<file path="config.mk">
export PLATFORM = sky130hd
export DESIGN_NAME = assoc2_read_cache
export DESIGN_NICKNAME = d
export VERILOG_FILES = /design/src/rtl/cache_pkg.sv /design/src/rtl/tag_store.sv /design/src/rtl/data_store.sv /design/src/rtl/lru_store.sv /design/src/rtl/cache_ctrl.sv /design/src/rtl/assoc2_read_cache.sv
export SDC_FILE = /design/constraint.sdc
export NUM_CORES = 1
export LEC_CHECK = 0
export CAP_MARGIN = 0
export CORE_AREA = 5 5 163 165
export DETAILED_ROUTE_END_ITERATION = 8
export DIE_AREA = 0 0 168 170
export DONT_BUFFER_PORTS = 1
export GPL_TIMING_DRIVEN = 0
export HOLD_SLACK_MARGIN = 0.06
export SYNTH_ARGS = -nofsm -noshare
export SYNTH_HDL_FRONTEND = slang
export SYNTH_SLANG_ARGS = --single-unit
</file>
<file path="constraint.sdc">
create_clock -name clk -period 7.8 [get_ports clk]
set_clock_uncertainty 0.05 [all_clocks]
set_input_delay 0 -clock clk [delete_from_list [all_inputs] [get_ports clk]]
set_output_delay 0 -clock clk [all_outputs]
set_load 0.005 [all_outputs]
</file>
<file path="src/rtl/cache_pkg.sv">
package cache_pkg;
    localparam int NUM_WAYS = 2;

    typedef enum logic [1:0] {
        ST_IDLE   = 2'd0,
        ST_LOOKUP = 2'd1,
        ST_REFILL = 2'd2
    } ctrl_state_e;

    // Victim choice: first invalid way (way 0 preferred), else recency bit.
    function automatic logic pick_victim(input logic [NUM_WAYS-1:0] vld,
                                         input logic lru_bit);
        if (!vld[0])      return 1'b0;
        else if (!vld[1]) return 1'b1;
        else              return lru_bit;
    endfunction
endpackage

</file>
<file path="src/rtl/tag_store.sv">
module tag_store
    import cache_pkg::*;
#(
    parameter int SET_W = 2,
    parameter int TAG_W = 4
) (
    input  logic                 clk,
    input  logic                 rst_n,
    input  logic [SET_W-1:0]     rd_set,
    input  logic [TAG_W-1:0]     rd_tag,
    input  logic                 wr_en,
    input  logic [SET_W-1:0]     wr_set,
    input  logic                 wr_way,
    input  logic [TAG_W-1:0]     wr_tag,
    output logic [NUM_WAYS-1:0]  match_way,
    output logic [NUM_WAYS-1:0]  valid_way
);
    localparam int NUM_SETS = 1 << SET_W;

    logic [NUM_WAYS-1:0] valid_q [NUM_SETS];
    logic [TAG_W-1:0]    tag_q   [NUM_SETS][NUM_WAYS];

    always_ff @(posedge clk or negedge rst_n) begin
        if (!rst_n) begin
            for (int s = 0; s < NUM_SETS; s++) valid_q[s] <= '0;
        end else if (wr_en) begin
            valid_q[wr_set][wr_way] <= 1'b1;
        end
    end

    always_ff @(posedge clk) begin
        if (wr_en) tag_q[wr_set][wr_way] <= wr_tag;
    end

    assign valid_way = valid_q[rd_set];

    // Parallel compare, one comparator per way
    for (genvar w = 0; w < NUM_WAYS; w++) begin : g_cmp
        assign match_way[w] = valid_q[rd_set][w] && (tag_q[rd_set][w] == rd_tag);
    end

    // never two matching ways in one set
    p_single_match_r9: assert property (@(posedge clk) disable iff (!rst_n)
        $countones(match_way) <= 1);
endmodule

</file>
<file path="src/rtl/data_store.sv">
module data_store
    import cache_pkg::*;
#(
    parameter int SET_W  = 2,
    parameter int OFF_W  = 2,
    parameter int DATA_W = 8
) (
    input  logic                          clk,
    input  logic [SET_W-1:0]              rd_set,
    input  logic [OFF_W-1:0]              rd_off,
    input  logic                          rd_way,
    input  logic                          wr_en,
    input  logic [SET_W-1:0]              wr_set,
    input  logic                          wr_way,
    input  logic [(DATA_W<<OFF_W)-1:0]    wr_line,
    output logic [DATA_W-1:0]             rd_byte
);
    localparam int NUM_SETS = 1 << SET_W;
    localparam int BYTES    = 1 << OFF_W;
    localparam int LINE_W   = DATA_W * BYTES;

    logic [LINE_W-1:0] way_line [NUM_WAYS];
    logic [LINE_W-1:0] sel_line;

    for (genvar w = 0; w < NUM_WAYS; w++) begin : g_way
        logic [LINE_W-1:0] line_q [NUM_SETS];
        always_ff @(posedge clk) begin
            if (wr_en && (wr_way == 1'(w))) line_q[wr_set] <= wr_line;
        end
        assign way_line[w] = line_q[rd_set];
    end

    assign sel_line = way_line[rd_way];

    // Offset multiplexer
    always_comb begin
        rd_byte = '0;
        for (int b = 0; b < BYTES; b++) begin
            if (rd_off == OFF_W'(b)) rd_byte = sel_line[b*DATA_W +: DATA_W];
        end
    end
endmodule

</file>
<file path="src/rtl/lru_store.sv">
module lru_store #(
    parameter int SET_W = 2
) (
    input  logic             clk,
    input  logic             rst_n,
    input  logic [SET_W-1:0] rd_set,
    input  logic             touch_en,
    input  logic [SET_W-1:0] touch_set,
    input  logic             touch_way,
    output logic             lru_bit
);
    localparam int NUM_SETS = 1 << SET_W;

    logic [NUM_SETS-1:0] older_q;

    always_ff @(posedge clk or negedge rst_n) begin
        if (!rst_n)        older_q <= '0;
        else if (touch_en) older_q[touch_set] <= ~touch_way;
    end

    assign lru_bit = older_q[rd_set];

    // touched way is no longer the least recent one
    p_touch_marks_recent_r7: assert property (@(posedge clk) disable iff (!rst_n)
        touch_en |=> (older_q[$past(touch_set)] != $past(touch_way)));
endmodule

</file>
<file path="src/rtl/cache_ctrl.sv">
module cache_ctrl
    import cache_pkg::*;
(
    input  logic                clk,
    input  logic                rst_n,
    input  logic                req_valid,
    input  logic [NUM_WAYS-1:0] match_way,
    input  logic [NUM_WAYS-1:0] valid_way,
    input  logic                lru_bit,
    input  logic                mem_valid,
    output logic                ready,
    output logic                capture,
    output logic                resp_valid,
    output logic                resp_refilled,
    output logic                mem_req,
    output logic                fill_en,
    output logic                fill_way,
    output logic                touch_en,
    output logic                touch_way,
    output logic                hit_way
);
    ctrl_state_e state_q, state_d;
    logic        victim_q;
    logic        refilled_q;
    logic        hit;

    assign hit     = |match_way;
    assign hit_way = match_way[1];

    // State register
    always_ff @(posedge clk or negedge rst_n) begin
        if (!rst_n) state_q <= ST_IDLE;
        else        state_q <= state_d;
    end

    // Next state
    always_comb begin
        state_d = state_q;
        unique case (state_q)
            ST_IDLE:   if (req_valid) state_d = ST_LOOKUP;
            ST_LOOKUP: state_d = hit ? ST_IDLE : ST_REFILL;
            ST_REFILL: if (mem_valid) state_d = ST_LOOKUP;
            default:   state_d = ST_IDLE;
        endcase
    end

    // Victim and refill marker
    always_ff @(posedge clk or negedge rst_n) begin
        if (!rst_n) begin
            victim_q   <= 1'b0;
            refilled_q <= 1'b0;
        end else begin
            if (state_q == ST_LOOKUP && !hit)
                victim_q <= pick_victim(valid_way, lru_bit);
            if (state_q == ST_REFILL && mem_valid)
                refilled_q <= 1'b1;
            else if (state_q == ST_IDLE)
                refilled_q <= 1'b0;
        end
    end

    // Outputs
    always_comb begin
        ready         = 1'b0;
        capture       = 1'b0;
        resp_valid    = 1'b0;
        resp_refilled = 1'b0;
        mem_req       = 1'b0;
        fill_en       = 1'b0;
        fill_way      = victim_q;
        touch_en      = 1'b0;
        touch_way     = hit_way;
        unique case (state_q)
            ST_IDLE: begin
                ready   = 1'b1;
                capture = req_valid;
            end
            ST_LOOKUP: begin
                resp_valid    = hit;
                resp_refilled = hit && refilled_q;
                touch_en      = hit;
            end
            ST_REFILL: begin
                mem_req   = 1'b1;
                fill_en   = mem_valid;
                touch_en  = mem_valid;
                touch_way = victim_q;
            end
            default: ;
        endcase
    end

    // idle means no response and no memory request
    p_idle_quiet_r1: assert property (@(posedge clk) disable iff (!rst_n)
        ready |-> (!mem_req && !resp_valid));
    // request held until the line arrives
    p_hold_req_r3: assert property (@(posedge clk) disable iff (!rst_n)
        (mem_req && !mem_valid) |=> (mem_req && !ready));
    // fill is followed by a refilled hit
    p_fill_then_resp_r4: assert property (@(posedge clk) disable iff (!rst_n)
        fill_en |=> (resp_valid && resp_refilled));
    // an empty way 0 is chosen ahead of anything else
    p_invalid_first_r5: assert property (@(posedge clk) disable iff (!rst_n)
        (state_q == ST_LOOKUP && !hit && !valid_way[0]) |=> (victim_q == 1'b0));
endmodule

</file>
<file path="src/rtl/assoc2_read_cache.sv">
module assoc2_read_cache
    import cache_pkg::*;
#(
    parameter int ADDR_W = 8,
    parameter int OFF_W  = 2,
    parameter int SET_W  = 2,
    parameter int DATA_W = 8
) (
    input  logic                          clk,
    input  logic                          rst_n,
    input  logic                          req_valid,
    input  logic [ADDR_W-1:0]             req_addr,
    output logic                          req_ready,
    output logic                          resp_valid,
    output logic [DATA_W-1:0]             resp_data,
    output logic                          resp_refilled,
    output logic                          mem_req,
    output logic [ADDR_W-OFF_W-1:0]       mem_addr,
    input  logic                          mem_valid,
    input  logic [(DATA_W<<OFF_W)-1:0]    mem_line
);
    localparam int TAG_W = ADDR_W - OFF_W - SET_W;

    logic [ADDR_W-1:0]   addr_q;
    logic [OFF_W-1:0]    a_off;
    logic [SET_W-1:0]    a_set;
    logic [TAG_W-1:0]    a_tag;
    logic                capture;
    logic [NUM_WAYS-1:0] match_way, valid_way;
    logic                lru_bit, fill_en, fill_way, touch_en, touch_way, hit_way;
    logic [DATA_W-1:0]   rd_byte;

    always_ff @(posedge clk or negedge rst_n) begin
        if (!rst_n)       addr_q <= '0;
        else if (capture) addr_q <= req_addr;
    end

    assign a_off    = addr_q[OFF_W-1:0];
    assign a_set    = addr_q[OFF_W +: SET_W];
    assign a_tag    = addr_q[ADDR_W-1 -: TAG_W];
    assign mem_addr = addr_q[ADDR_W-1:OFF_W];

    tag_store #(.SET_W(SET_W), .TAG_W(TAG_W)) u_tags (
        .clk(clk), .rst_n(rst_n), .rd_set(a_set), .rd_tag(a_tag),
        .wr_en(fill_en), .wr_set(a_set), .wr_way(fill_way), .wr_tag(a_tag),
        .match_way(match_way), .valid_way(valid_way)
    );

    data_store #(.SET_W(SET_W), .OFF_W(OFF_W), .DATA_W(DATA_W)) u_data (
        .clk(clk), .rd_set(a_set), .rd_off(a_off), .rd_way(hit_way),
        .wr_en(fill_en), .wr_set(a_set), .wr_way(fill_way), .wr_line(mem_line),
        .rd_byte(rd_byte)
    );

    lru_store #(.SET_W(SET_W)) u_lru (
        .clk(clk), .rst_n(rst_n), .rd_set(a_set), .touch_en(touch_en),
        .touch_set(a_set), .touch_way(touch_way), .lru_bit(lru_bit)
    );

    cache_ctrl u_ctrl (
        .clk(clk), .rst_n(rst_n), .req_valid(req_valid),
        .match_way(match_way), .valid_way(valid_way), .lru_bit(lru_bit),
        .mem_valid(mem_valid), .ready(req_ready), .capture(capture),
        .resp_valid(resp_valid), .resp_refilled(resp_refilled),
        .mem_req(mem_req), .fill_en(fill_en), .fill_way(fill_way),
        .touch_en(touch_en), .touch_way(touch_way), .hit_way(hit_way)
    );

    assign resp_data = resp_valid ? rd_byte : '0;

    // block address held steady while a line is outstanding
    p_addr_steady_r10: assert property (@(posedge clk) disable iff (!rst_n)
        (mem_req && !mem_valid) |=> $stable(mem_addr));
endmodule

</file>
## Word-level counts from Yosys, hierarchy flattened

Memory sizes are Yosys's and may differ from the RTL's.
Index checks and enable logic that the tools add are counted.

| storage, ports and cells | value |
|---|---|
| memory bits (writable) | 288 |
| register bits | 24 |
| memories | 3 |
| word-level logic and storage cells | 97 |
| output and inout port bits | 18 |

| cells by class | value |
|---|---|
| bitwise logic cells | 6 |
| multiplexer cells | 44 |
| eq/ne operators | 9 |
| reductions and logical operators | 17 |
| order comparisons | 9 |

Memories:

| memory | words | bits a word | read ports | clocked after Yosys merged registers in | write ports | line | RTL |
|---|---|---|---|---|---|---|---|
| u_data.g_way[0].line_q | 4 | 32 | 1 | 0 | 1 | data_store.sv:26 | `logic [LINE_W-1:0] line_q [NUM_SETS];` |
| u_data.g_way[1].line_q | 4 | 32 | 1 | 0 | 1 | data_store.sv:26 |  |
| u_tags.tag_q | 4 | 8 | 1 | 0 | 1 | tag_store.sv:21 | `logic [TAG_W-1:0] tag_q [NUM_SETS][NUM_WAYS];` |

Operators by type and width:

| kind | count |
|---|---|
| 2-to-1 mux 32 bit | 3 |
| 2-to-1 mux 8 bit | 6 |
| 2-to-1 mux 1 bit | 19 |
| 2-to-1 mux 2 bit | 6 |
| logical AND 1 bit | 11 |
| equality test 4 bit | 2 |
| OR 8 bit | 1 |
| equality test 2 bit, second input constant | 3 |
| one-hot mux 2 bit (3 select lines) | 1 |
| binary-select mux 2 bit (select 2 bit) | 1 |
| bitwise mux 4 bit | 1 |
| demux 2 bit (select 2 bit) | 1 |
| demux 4 bit (select 1 bit) | 1 |
| equality test 2 x 1 -> 1 bit, second input constant | 2 |
| >= comparator 2 bit, second input constant | 2 |
| zero test 2 bit | 2 |
| 2-to-1 mux 4 bit | 1 |
| != test 2 bit, second input constant | 2 |
| NOT 1 -> 2 bit | 2 |
| >= comparator 3 bit, second input constant | 1 |
| < comparator 2 x 3 -> 1 bit, second input constant | 1 |
| < comparator 3 x 1 -> 1 bit, second input constant | 1 |
| NOT 2 -> 3 bit | 1 |
| binary-select mux 1 bit (select 2 bit) | 1 |
| 12 further kinds | 13 |

## Logic depth before layout (Yosys ltp)

Gate-level depths: netlist (run 1).

| depth | value |
|---|---|
| depth in word-level cells | 14 |
| gate-level depth with buffers | 9 |
| mapped depth without buffers | 6 |

## Modules after synthesis

A second synthesis (run 1) with hierarchy kept.

| second synthesis, totals | value |
|---|---|
| cells, all modules | 617 |
| area, all modules | 12,464.5 um2 |

By module, submodules not included:

| module | seq. area each (um2) | area an instance (um2) | times used | cells each |
|---|---|---|---|---|
| data_store | 7,687.4 | 9,862.0 | 1 | 452 |
| tag_store | 1,161.1 | 1,649.1 | 1 | 85 |
| assoc2_read_cache | 200.2 | 426.7 | 1 | 31 |
| cache_ctrl | 100.1 | 321.6 | 1 | 32 |
| lru_store | 100.1 | 205.2 | 1 | 17 |

## Least setup slack after synthesis (run 1)

OpenSTA, ideal clock, no wires.

| path | value |
|---|---|
| path type | register -> register |
| from | reg addr_q[2] |
| to | mem u_data.g_way[0].line_q[0][0] (netlist bit) (enable) |
| period minus slack after synthesis | 5.316 ns |
| setup time | 0.522 ns |
| cell stages (with the launch flop) | 6 |
| required time | 7.228 ns |
| setup slack | 2.484 ns |
| data arrival time | 4.744 ns |
| cells stage by stage | dfrtp_1 buf_6 buf_4 buf_2 buf_2 nor4_1 |

RTL lines:

| element | line | RTL |
|---|---|---|
| start: declaration | assoc2_read_cache.sv:24 | `logic [ADDR_W-1:0] addr_q;` |
| start signal: assignment | assoc2_read_cache.sv:35 | `else if (capture) addr_q <= req_addr;` |
| end: declaration | data_store.sv:26 |  |

No word-level cell before the write port.

## Final worst setup path (run 1)

| path | value |
|---|---|
| from | reg addr_q[3] |
| to | mem u_data.g_way[0].line_q[3][24] (netlist bit) (enable) |

No word-level cell before the write port.

==> impl_metrics.env, run 1 <==
export IMPL_hold_end="u_tags.tag_q[3][1]$_DFFE_PP_"
export IMPL_ir_worst_vdd_mv=0.2130
export IMPL_dp_hpwl_um=16880
export IMPL_syn_inst=541
export IMPL_synth_largest_area_cell="edfxtp_1"
export IMPL_dieArea_sq_um=28560
export IMPL_min_from="mem_valid"
export IMPL_r2r_end="u_data.g_way[0].line_q[3][24]$_DFFE_PP_"
export IMPL_route_detailed_drc=0
export IMPL_netlist_top_cells_area="edfxtp_1 (71%), mux4_2 (16%), dfrtp_1 (4.9%)"
export IMPL_die_w_um=168
export IMPL_clk_latency_ns=0.50
export IMPL_rows=58
export IMPL_min_path_type="in2reg"
export IMPL_drt_initial_drc_count=375
export IMPL_period_share_pct=47.22
export IMPL_drv_slew=0
export IMPL_pre_cts_slack_ns=4.068
export IMPL_timing_rr_start="addr_q[3]$_DFFE_PN0P_"
export IMPL_hold_viol_final=0
export IMPL_synth_seq_cells=312
export IMPL_worstSetupStartpointType="flop"
export IMPL_worst_slew_pin_transition_ns=1.170
export IMPL_area_delta_synth_final_pct=19.50
export IMPL_post_drt_wl_per_cell_um=25.55
export IMPL_vias=5739
export IMPL_cts_tree="yes"
export IMPL_clockBufferDepth=3
export IMPL_io_pins=62
export IMPL_path_max_fanout=10
export IMPL_async_flop_share_pct=7.692
export IMPL_postSynthAreaPerCell_sq_um=22.59
export IMPL_yosysWarnings=0
export IMPL_cts_sinks=312
export IMPL_grt_start_max_net_pins=25
export IMPL_grt_pass1_vias=6208
export IMPL_dr_pass1_iters=5
export IMPL_max_cap_violations=0
export IMPL_via_per_inst=5.716
export IMPL_setup_viol=0
export IMPL_p_per_area_nw_per_um2=336.7
export IMPL_core_area_sq_um=24890
export IMPL_max_freq_mhz=271.5
export IMPL_worstPathRequired_ns=7.95
export IMPL_status="finished clean"
export IMPL_io_buffers=0
export IMPL_layout_setup_ws_ns=4.117
export IMPL_crit_path_end_kind="flop"
export IMPL_initial_core_util_pct=49.10
export IMPL_total_leakage_power_nw=4.753
export IMPL_period_needed_ns=3.683
export IMPL_die_h_um=170
export IMPL_worstPathArrival_ns=3.83
export IMPL_overflow=0
export IMPL_numCtsBuffers=34
export IMPL_wl_um=25650
export IMPL_synth_edf_count=288
export IMPL_postCtsSetupRepairBufs=0
export IMPL_rsz0062_at_grt="no"
export IMPL_cts_root_buf="clkbuf_16"
export IMPL_postCtsResizedCells=0
export IMPL_syn_area_sq_um=12220
export IMPL_grt_pass1_wl_um=39230
export IMPL_layout_nets=699
export IMPL_antenna_found_initial=1
export IMPL_place_congestion=0.7563
export IMPL_cts_htree_levels=2
export IMPL_path_class="reg2reg"
export IMPL_syn_nets=589
export IMPL_seq_area_frac_synth_pct=75.68
export IMPL_cts_hold_buf=46
export IMPL_reg2reg_slack_ns=4.12
export IMPL_grtUsageTotal_pct=18.50
export IMPL_ff2ff_path_depth=8
export IMPL_synth_top_area_share_pct=70.76
export IMPL_cts_clk_slew_worst_paths_ns=0.06
export IMPL_n_fill_cell=1807
export IMPL_relSlewSlack_pct=22.03
export IMPL_layout_drive_gt1_share_pct=32.69
export IMPL_ant_nets=0
export IMPL_synth_ff_type="edfxtp_1"
export IMPL_hold_slack_ns=0.07978
export IMPL_hold_depth=2
export IMPL_yosys_cell_types_count=38
==> power by group <==
| group | internal, mW | switching, mW | leakage (nW) | total [mW] |
|---|---|---|---|---|
| logic | 0.698 | 0.680 | 1.37 | 1.38 |
| registers | 1.97 | 0.0904 | 2.88 | 2.06 |
| clock network | 0.868 | 0.608 | 0.503 | 1.48 |
==> layout make-up <==
| type | count | area [sq um] | area share, % |
|---|---|---|---|
| Antenna cell | 1 | 2.502 | 0.01713 |
| Buffer | 30 | 172.7 | 1.182 |
| Clock inverter | 15 | 82.58 | 0.5654 |
| Sequential cell | 312 | 9249 | 63.33 |
| Timing Repair Buffer | 74 | 878.3 | 6.014 |
| Clock buffer | 43 | 958.4 | 6.562 |
| Tap cell | 330 | 412.9 | 2.827 |
| Inverter | 9 | 33.78 | 0.2313 |
| Multi-Input combinational cell | 190 | 2815 | 19.28 |
==> worst max-delay path by stage <==
stage,start,to,cells past startpoint
final,addr_q[3]$_DFFE_PN0P_,u_data.g_way[0].line_q[3][24]$_DFFE_PP_,8
after global routing,addr_q[3]$_DFFE_PN0P_,u_data.g_way[0].line_q[3][24]$_DFFE_PP_,8
after CTS,addr_q[3]$_DFFE_PN0P_,u_data.g_way[0].line_q[3][24]$_DFFE_PP_,8
after detailed placement,addr_q[3]$_DFFE_PN0P_,u_data.g_way[0].line_q[3][9]$_DFFE_PP_,8
after global placement,addr_q[3]$_DFFE_PN0P_,u_tags.valid_q[6]$_DFFE_PN0P_,5
after floorplan,addr_q[2]$_DFFE_PN0P_,u_data.g_way[0].line_q[0][0]$_DFFE_PP_,5
==> worst max-delay path: stages (launching register included) <==
cell and delay (ns):
dfrtp_1 0.49, buf_2 0.32, buf_2 0.35, buf_1 0.54, nand2_1 0.28, nor3_2 0.77, buf_8 0.23, buf_6 0.17
buf_8 0.16
==> flip-flops by register name (all words and copies together) (netlist names) <==
register and flops:
addr_q 8, u_ctrl.refilled_q 1, u_tags.tag_q 32, u_lru.older_q 4, u_tags.valid_q 8, u_ctrl.fill_way 1
u_data.g_way.line_q 256, u_ctrl.state_q 2
==> metal layers <==
metal,vias up,track usage (%),part of all wire (%)
met2,168,31.46,51
li1,2480,-,-
met5,-,0,0
met3,33,3.438,6.0
met1,3058,25.30,41
met4,0,4.270,1.6
==> kinds of logic (layout without fill, tap and decap cells) <==
family | count (synthesis) | after routing | synth area share [%]
other | 0 | 1 | 0
adders and majority gates | 4 | 4 | 0.4095
muxes | 112 | 112 | 18.25
xor gates and xnor gates | 8 | 8 | 0.6961
DFF | 312 | 312 | 75.68
and+or+nand+nor | 45 | 45 | 1.894
AOI/OAI and AO/OA | 21 | 21 | 1.382
buffers and inverters | 39 | 171 | 1.689
==> per-stage QoR <==
step / TNS [ns] / util (%) / cell area [sq um] / std cells / total power [mW]
after floorplan: 0 / - / 12220 / 541 / 3.084
final: 0 / 58.68 / 14610 / 1004 / 4.917
after detailed placement: 0 / 52.55 / 13080 / 899 / 3.458
after CTS: 0 / 58.67 / 14600 / 1003 / 4.986
after global routing: 0 / 58.68 / 14610 / 1004 / 5.164
after global placement: -54.27 / 50.76 / 12630 / 871 / 3.415
==> layout by cell type, fill, tap and decap left out, types with 4 or more instances in the layout <==
master,n
buf_16,5
clkinv_2,4
mux2i_1,11
or2_2,8
clkbuf_16,37
mux2_2,11
inv_1,9
nor2_1,9
edfxtp_1,288
clkinv_1,6
mux4_2,86
nand2_1,7
dfrtp_1,24
buf_4,13
o21ai_0,7
dlygate4sd3_1,44
xnor2_1,6
buf_1,4
nor3_2,4
buf_2,12
clkbuf_1,9
ha_1,4
buf_6,16
nand3_1,4
==> cell usage after synthesis (all sizes together) (2+ instances only) <==
| cell type | number |
|---|---|
| nor2 | 13 |
| mux2i | 11 |
| nand2b | 2 |
| dfrtp | 24 |
| o21ai | 7 |
| buf | 26 |
| nand3b | 2 |
| or2 | 8 |
| ha | 4 |
| nor3 | 5 |
| nand2 | 7 |
| a22oi | 2 |
| inv | 9 |
| nor3b | 2 |
| mux2 | 14 |
| xnor2 | 8 |
| a21oi | 2 |
| mux4 | 87 |
| edfxtp | 288 |
| a211oi | 3 |
| a21boi | 2 |
| nand3 | 5 |
| clkbuf | 4 |
Power figures use the tool's default switching activity.
==> inputs of run 2 (changes only) <==
--- a/config.mk
+++ b/config.mk
@@ -12,6 +12,7 @@
 export DONT_BUFFER_PORTS = 1
 export GPL_TIMING_DRIVEN = 0
 export HOLD_SLACK_MARGIN = 0.06
+export PLACE_DENSITY = 0.67
 export SYNTH_ARGS = -nofsm -noshare
 export SYNTH_HDL_FRONTEND = slang
 export SYNTH_SLANG_ARGS = --single-unit
==> constraint.sdc (replaced) <==
create_clock -name clk -period 3.04 [get_ports clk]
set_clock_uncertainty 0.05 [all_clocks]
set_input_delay 0 -clock clk [delete_from_list [all_inputs] [get_ports clk]]
set_output_delay 0 -clock clk [all_outputs]
set_load 0.005 [all_outputs]
==> run 2 against run 1 <==
Power grew to 2.6 times the previous value. Critical path depth down 1. Clock power grew to 2.6 times the previous value. Sequential share of layout area down 0.96 points. Register-to-register slack worse by 3.9 ns. Cell count hardly changed. Hold slack got worse by 0.0051 ns. Global-route usage rose by 0.16 points. Largest cell class unchanged. Sequential power grew to 2.6 times the previous value.
==> impl_metrics.env, run 2 (synthesis results as in run 1) <==
export IMPL_post_drt_wl_per_cell_um=26.10
export IMPL_cts_clk_slew_worst_paths_ns=0.06
export IMPL_grtUsageTotal_pct=18.66
export IMPL_dieArea_sq_um=28560
export IMPL_grt_start_max_net_pins=25
export IMPL_period_share_pct=94.35
export IMPL_route_detailed_drc=0
export IMPL_initial_core_util_pct=49.10
export IMPL_max_flop_register="u_data.g_way.line_q"
export IMPL_cts_root_buf="clkbuf_16"
export IMPL_pre_cts_slack_ns=-0.5803
export IMPL_path_max_fanout=10
export IMPL_largest_register_ffs=256
export IMPL_cts_htree_levels=2
export IMPL_tns_ns=0
export IMPL_multiInputGateArea_sq_um=2885
export IMPL_crit_path_end_kind="output pin"
export IMPL_seqCellArea_sq_um=9250
export IMPL_worstPathRequired_ns=2.99
export IMPL_layout_commonest_cell="edfxtp_1"
export IMPL_vias=5789
export IMPL_layout_setup_ws_ns=0.1718
export IMPL_cts_sinks=312
export IMPL_via_per_inst=5.760
export IMPL_diodes=0
export IMPL_io_pins=62
export IMPL_antenna_found_initial=0
export IMPL_numCtsBuffers=34
export IMPL_die_w_um=168
export IMPL_place_congestion=0.7433
export IMPL_grt_pass1_wl_um=39470
export IMPL_hold_viol_final=0
export IMPL_status="finished clean"
export IMPL_overflow=0
export IMPL_grt_pass1_vias=6236
export IMPL_worst_slew_pin_transition_ns=1.142
export IMPL_layout_nets=699
export IMPL_worstSetupStartpointType="flop"
export IMPL_drv_slew=0
export IMPL_die_h_um=170
export IMPL_ant_nets=0
export IMPL_min_path_type="in2reg"
export IMPL_clockBufferDepth=3
export IMPL_p_per_area_nw_per_um2=874.8
export IMPL_final_cell_mix="edfxtp_1 (288), mux4_2 (86), dlygate4sd3_1 (44), clkbuf_16 (35), dfrtp_1 (23)"
export IMPL_path_class="reg2out"
export IMPL_total_leakage_power_nw=4.833
export IMPL_rows=58
export IMPL_clk_latency_ns=0.49
export IMPL_top_regs="u_data.g_way.line_q: 256 flops, u_tags.tag_q: 32 flops"
export IMPL_dp_hpwl_um=16300
export IMPL_cts_tree="yes"
export IMPL_period_needed_ns=2.868
export IMPL_core_area_sq_um=24890
export IMPL_n_fill_cell=1722
export IMPL_worstPathArrival_ns=2.82
export IMPL_setup_viol=0
export IMPL_relSlewSlack_pct=23.87
export IMPL_max_cap_violations=0
export IMPL_layout_drive_gt1_share_pct=33.48
export IMPL_fin_util_pct=59.59
export IMPL_drt_initial_drc_count=422
export IMPL_io_buffers=0
export IMPL_rsz0062_at_grt="no"
export IMPL_wl_um=26230
export IMPL_dr_pass1_iters=5
export IMPL_max_freq_mhz=348.7
export IMPL_ir_worst_vdd_mv=0.5787
export IMPL_area_delta_synth_final_pct=21.36
## run 2: changes by cell type in the layout (fill, tap and decap cells not counted), moves of 2 or more
cell / before / now
clkinv_1: 6 / 8
buf_2: 12 / 3
buf_6: 16 / 7
buf_8: 3 / 7
clkbuf_16: 37 / 35
bufinv_16: 0 / 3
buf_4: 13 / 22
nor3_4: 0 / 4
buf_16: 5 / 10
nor2_4: 3 / 5
nor3_2: 4 / 0
buf_1: 4 / 1
## run 2: routing by layer
layer / track usage (%) / wire length (um) / up-vias
met5: 0 / 0 / -
met1: 24.57 / 10720 / 3075
li1: - / - / 2489
met2: 32.37 / 13630 / 186
met3: 3.786 / 1417 / 39
met4: 4.622 / 470 / 0
## run 2: layout make-up
type,instances,share of cell area [%]
plain buffers,30,1.653
flip-flops and latches,312,62.37
inverters,9,0.2278
multi-input cells,192,19.45
well taps,330,2.784
clock buffers,42,6.082
clock inverters,18,1.130
repair buffers,72,6.302
## run 2: critical path: stages (launching register included)
cell and delay, ns:
dfrtp_1 0.40, buf_6 0.20, mux4_2 0.54, xnor2_2 0.18, nand3_2 0.16, o22a_2 0.32
buf_6 0.18, a311oi_2 0.33
## run 2: metrics by stage
step / total power [mW] / instance area [sq um] / cells / hold WS (ns)
finish: 12.97 / 14830 / 1005 / 0.07463
global route: 13.55 / 14830 / 1005 / 0.1026
detailed placement: 8.907 / 13060 / 886 / -0.3449
CTS: 13.03 / 14760 / 1002 / 0.08105
global placement: 8.736 / 12680 / 871 / -0.3447
floorplan: 7.936 / 12260 / 541 / -0.3456
## run 2: timing repair
| item | 4_1_cts | 5_1_grt |
|---|---|---|
| gates resized for setup | 26 | 9 |
| setup buffers | 8 | 3 |
| pin swaps | 3 | 1 |
| endpoints found under the hold margin | 291 | 0 |
| endpoints found under the setup margin | 196 | 106 |
| gates cloned | 2 | 0 |
| hold buffers | 46 | 0 |
## run 2: path summary, 6_finish.rpt
kind | start | to | cells after the start | slack, ns
max reg2reg | u_ctrl.state_q[0]$_DFFE_PN0P_ | u_data.g_way[0].line_q[0][9]$_DFFE_PP_ | 6 | 0.18
max | addr_q[2]$_DFFE_PN0P_ | resp_data[6] | 7 | 0.17
min | req_valid | addr_q[1]$_DFFE_PN0P_ | 2 | 0.07
min reg2reg | u_tags.valid_q[0]$_DFFE_PN0P_ | u_tags.valid_q[0]$_DFFE_PN0P_ | 1 | 0.42
min in group asynchronous | rst_n | addr_q[2]$_DFFE_PN0P_ | 4 | 0.51
max in group asynchronous | rst_n | addr_q[3]$_DFFE_PN0P_ | 4 | 2.26
## run 2: report_power, final
group	switching (mW)	total (mW)	internal, mW
sequential	0.238	5.30	5.06
clock	1.55	3.91	2.36
combinational	1.85	3.76	1.91
==> inputs of run 3 (changes only) <==
--- a/config.mk
+++ b/config.mk
@@ -10,8 +10,8 @@
 export DETAILED_ROUTE_END_ITERATION = 8
 export DIE_AREA = 0 0 168 170
 export DONT_BUFFER_PORTS = 1
-export GPL_TIMING_DRIVEN = 0
-export HOLD_SLACK_MARGIN = 0.06
+export GPL_TIMING_DRIVEN = 1
+export HOLD_SLACK_MARGIN = 0.15
 export PLACE_DENSITY = 0.67
 export SYNTH_ARGS = -nofsm -noshare
 export SYNTH_HDL_FRONTEND = slang
==> run 3 against run 2 <==
Hold slack better by 0.12 ns. Combinational power decreased by 4%. Power up 1.7%. Cell count fell by 1.4%. Clock-buffer cell count decreased by 2. Fmax is 2.3% lower. Sequential cell count unchanged. Non-clock buffer count fell by 10. Worst setup slack worse by 0.067 ns. Routed wire length decreased by 9.8%. First-iteration DRC count fell by 22%. Register-to-register slack improved by 0.12 ns. Largest power group unchanged.
==> impl_metrics.env, run 3 (synthesis results as in run 1) <==
export IMPL_period_needed_ns=2.935
export IMPL_tns_ns=0
export IMPL_rows=58
export IMPL_r2r_end="u_lru.older_q[0]$_DFFE_PN0P_"
export IMPL_drt_initial_drc_count=328
export IMPL_grt_pass1_wl_um=36580
export IMPL_min_from="mem_line[15]"
export IMPL_worstPathArrival_ns=2.88
export IMPL_vias=5539
export IMPL_wl_um=23660
export IMPL_cts_htree_levels=1
export IMPL_grtUsageTotal_pct=16.75
export IMPL_post_drt_wl_per_cell_um=23.88
export IMPL_path_max_fanout=8
export IMPL_setup_viol=0
export IMPL_route_detailed_drc=0
export IMPL_cts_clk_slew_worst_paths_ns=0.07
export IMPL_worst_slew_pin_transition_ns=0.9581
export IMPL_grt_pass1_vias=6008
export IMPL_worstSetupStartpointType="flop"
export IMPL_die_w_um=168
export IMPL_ff2ff_path_depth=8
export IMPL_top_regs="u_data.g_way.line_q: 256 flops, u_tags.tag_q: 32 flops"
export IMPL_timing_rr_start="addr_q[2]$_DFFE_PN0P_"
export IMPL_fin_util_pct=59.24
export IMPL_largest_register_ffs=256
export IMPL_fin_area_sq_um=14750
export IMPL_drv_slew=0
export IMPL_ant_nets=0
export IMPL_dr_pass1_iters=4
export IMPL_hold_viol_final=0
export IMPL_max_cap_violations=0
export IMPL_clk_latency_ns=0.56
export IMPL_path_class="reg2out"
export IMPL_dp_hpwl_um=13600
export IMPL_hold_end="u_data.g_way[1].line_q[3][15]$_DFFE_PP_"
export IMPL_area_delta_synth_final_pct=20.65
export IMPL_hold_depth=1
export IMPL_die_h_um=170
export IMPL_worstPathRequired_ns=2.99
export IMPL_cts_root_buf="clkbuf_16"
export IMPL_placed_cell_area_sq_um=12850
export IMPL_io_pins=62
export IMPL_grt_start_max_net_pins=38
export IMPL_reg2reg_slack_ns=0.30
export IMPL_via_per_inst=5.589
export IMPL_cts_tree="yes"
export IMPL_diodes=0
export IMPL_min_path_type="in2reg"
export IMPL_period_share_pct=96.54
export IMPL_final_cell_mix="edfxtp_1 (288), mux4_2 (87), dlygate4sd3_1 (52), clkbuf_16 (32), buf_4 (25)"
export IMPL_crit_path_end_kind="output pin"
export IMPL_rsz0062_at_grt="yes"
export IMPL_ir_worst_vdd_mv=0.5435
export IMPL_initial_core_util_pct=49.10
export IMPL_total_leakage_power_nw=4.814
export IMPL_place_congestion=0.7309
export IMPL_io_buffers=0
export IMPL_max_flop_register="u_data.g_way.line_q"
export IMPL_clockBufferDepth=3
export IMPL_dieArea_sq_um=28560
export IMPL_status="finished clean"
export IMPL_p_per_area_nw_per_um2=894.9
export IMPL_cts_sinks=312
export IMPL_overflow=0
export IMPL_layout_nets=684
export IMPL_core_area_sq_um=24890
export IMPL_relSlewSlack_pct=35.97
export IMPL_layout_drive_gt1_share_pct=33.13
export IMPL_layout_commonest_cell="edfxtp_1"
export IMPL_max_freq_mhz=340.7
export IMPL_numCtsBuffers=31
export IMPL_antenna_found_initial=0
-- run 3: cell types whose count changed in the layout (fill, tap and decap cells not counted), moves of 5 or more --
cell,change
buf_12,+5
buf_16,-7
buf_6,-6
buf_8,-6
dlygate4sd3_1,+8
-- run 3: layout make-up --
| class | count | area [sq um] |
|---|---|---|
| clock buffer | 40 | 839.6 |
| clock inverter | 18 | 279.0 |
| fill | 1769 | 10150 |
| inverter | 9 | 33.78 |
| multi-input combinational | 190 | 2902 |
| sequential | 312 | 9256 |
| tap | 330 | 412.9 |
| timing repair buffer | 92 | 1022 |
-- run 3: how the worst max path moves through the flow --
| stage | startpoint | end | slack (ns) |
|---|---|---|---|
| after floorplan | addr_q[2]$_DFFE_PN0P_ | u_data.g_way[0].line_q[1][0]$_DFFE_PP_ | -0.35 |
| after global placement | addr_q[2]$_DFFE_PN0P_ | resp_data[6] | 0.30 |
| after detailed placement | addr_q[2]$_DFFE_PN0P_ | u_lru.older_q[0]$_DFFE_PN0P_ | 0.27 |
| after CTS | addr_q[2]$_DFFE_PN0P_ | resp_data[6] | -0.02 |
| after global routing | addr_q[2]$_DFFE_PN0P_ | resp_data[6] | -0.03 |
| final | addr_q[2]$_DFFE_PN0P_ | resp_data[6] | 0.11 |
-- run 3: worst max-delay path, stage by stage, from the launching register on --
cell	delay (ns)
dfrtp_4	0.55
buf_12	0.16
mux4_2	0.52
xnor2_2	0.15
nand3_2	0.13
o22a_4	0.24
buf_4	0.19
a311oi_2	0.22
buf_4	0.16
-- run 3: what timing repair did --
item,CTS,global route
resized for setup,7,13
endpoints found under the setup margin,8,8
endpoints found under the hold margin,403,0
gates cloned,1,1
hold buffers,54,0
buffers inserted,3,5
pin swaps,0,2
-- run 3: stage by stage --
stage          hold slack (ns)  power, mW  cells  setup slack, ns
6_report                0.1980      13.20    991           0.1051
3_5_place_dp           -0.3444      8.673    869           0.2704
4_1_cts                 0.1674      13.16    985         -0.01905
3_3_place_gp           -0.3445      8.616    869           0.2988
2_1_floorplan          -0.3456      7.936    541          -0.3464
5_1_grt                 0.2100      13.81    991         -0.03469
-- run 3: metal layers --
| layer | wire length [um] | vias to the layer above | share of wire, % | track usage [%] |
|---|---|---|---|---|
| li1 | - | 2445 | - | - |
| met1 | 9812 | 2908 | 41 | 22.83 |
| met2 | 12040 | 147 | 51 | 28.55 |
| met3 | 1308 | 39 | 5.5 | 3.322 |
| met4 | 501 | 0 | 2.1 | 3.634 |
| met5 | 0 | - | 0 | 0 |
-- run 3: power breakdown --
part | switching [mW] | internal, mW
clock | 1.55 | 2.54
combinational | 1.56 | 2.05
sequential | 0.415 | 5.07
total | 3.53 | 9.67
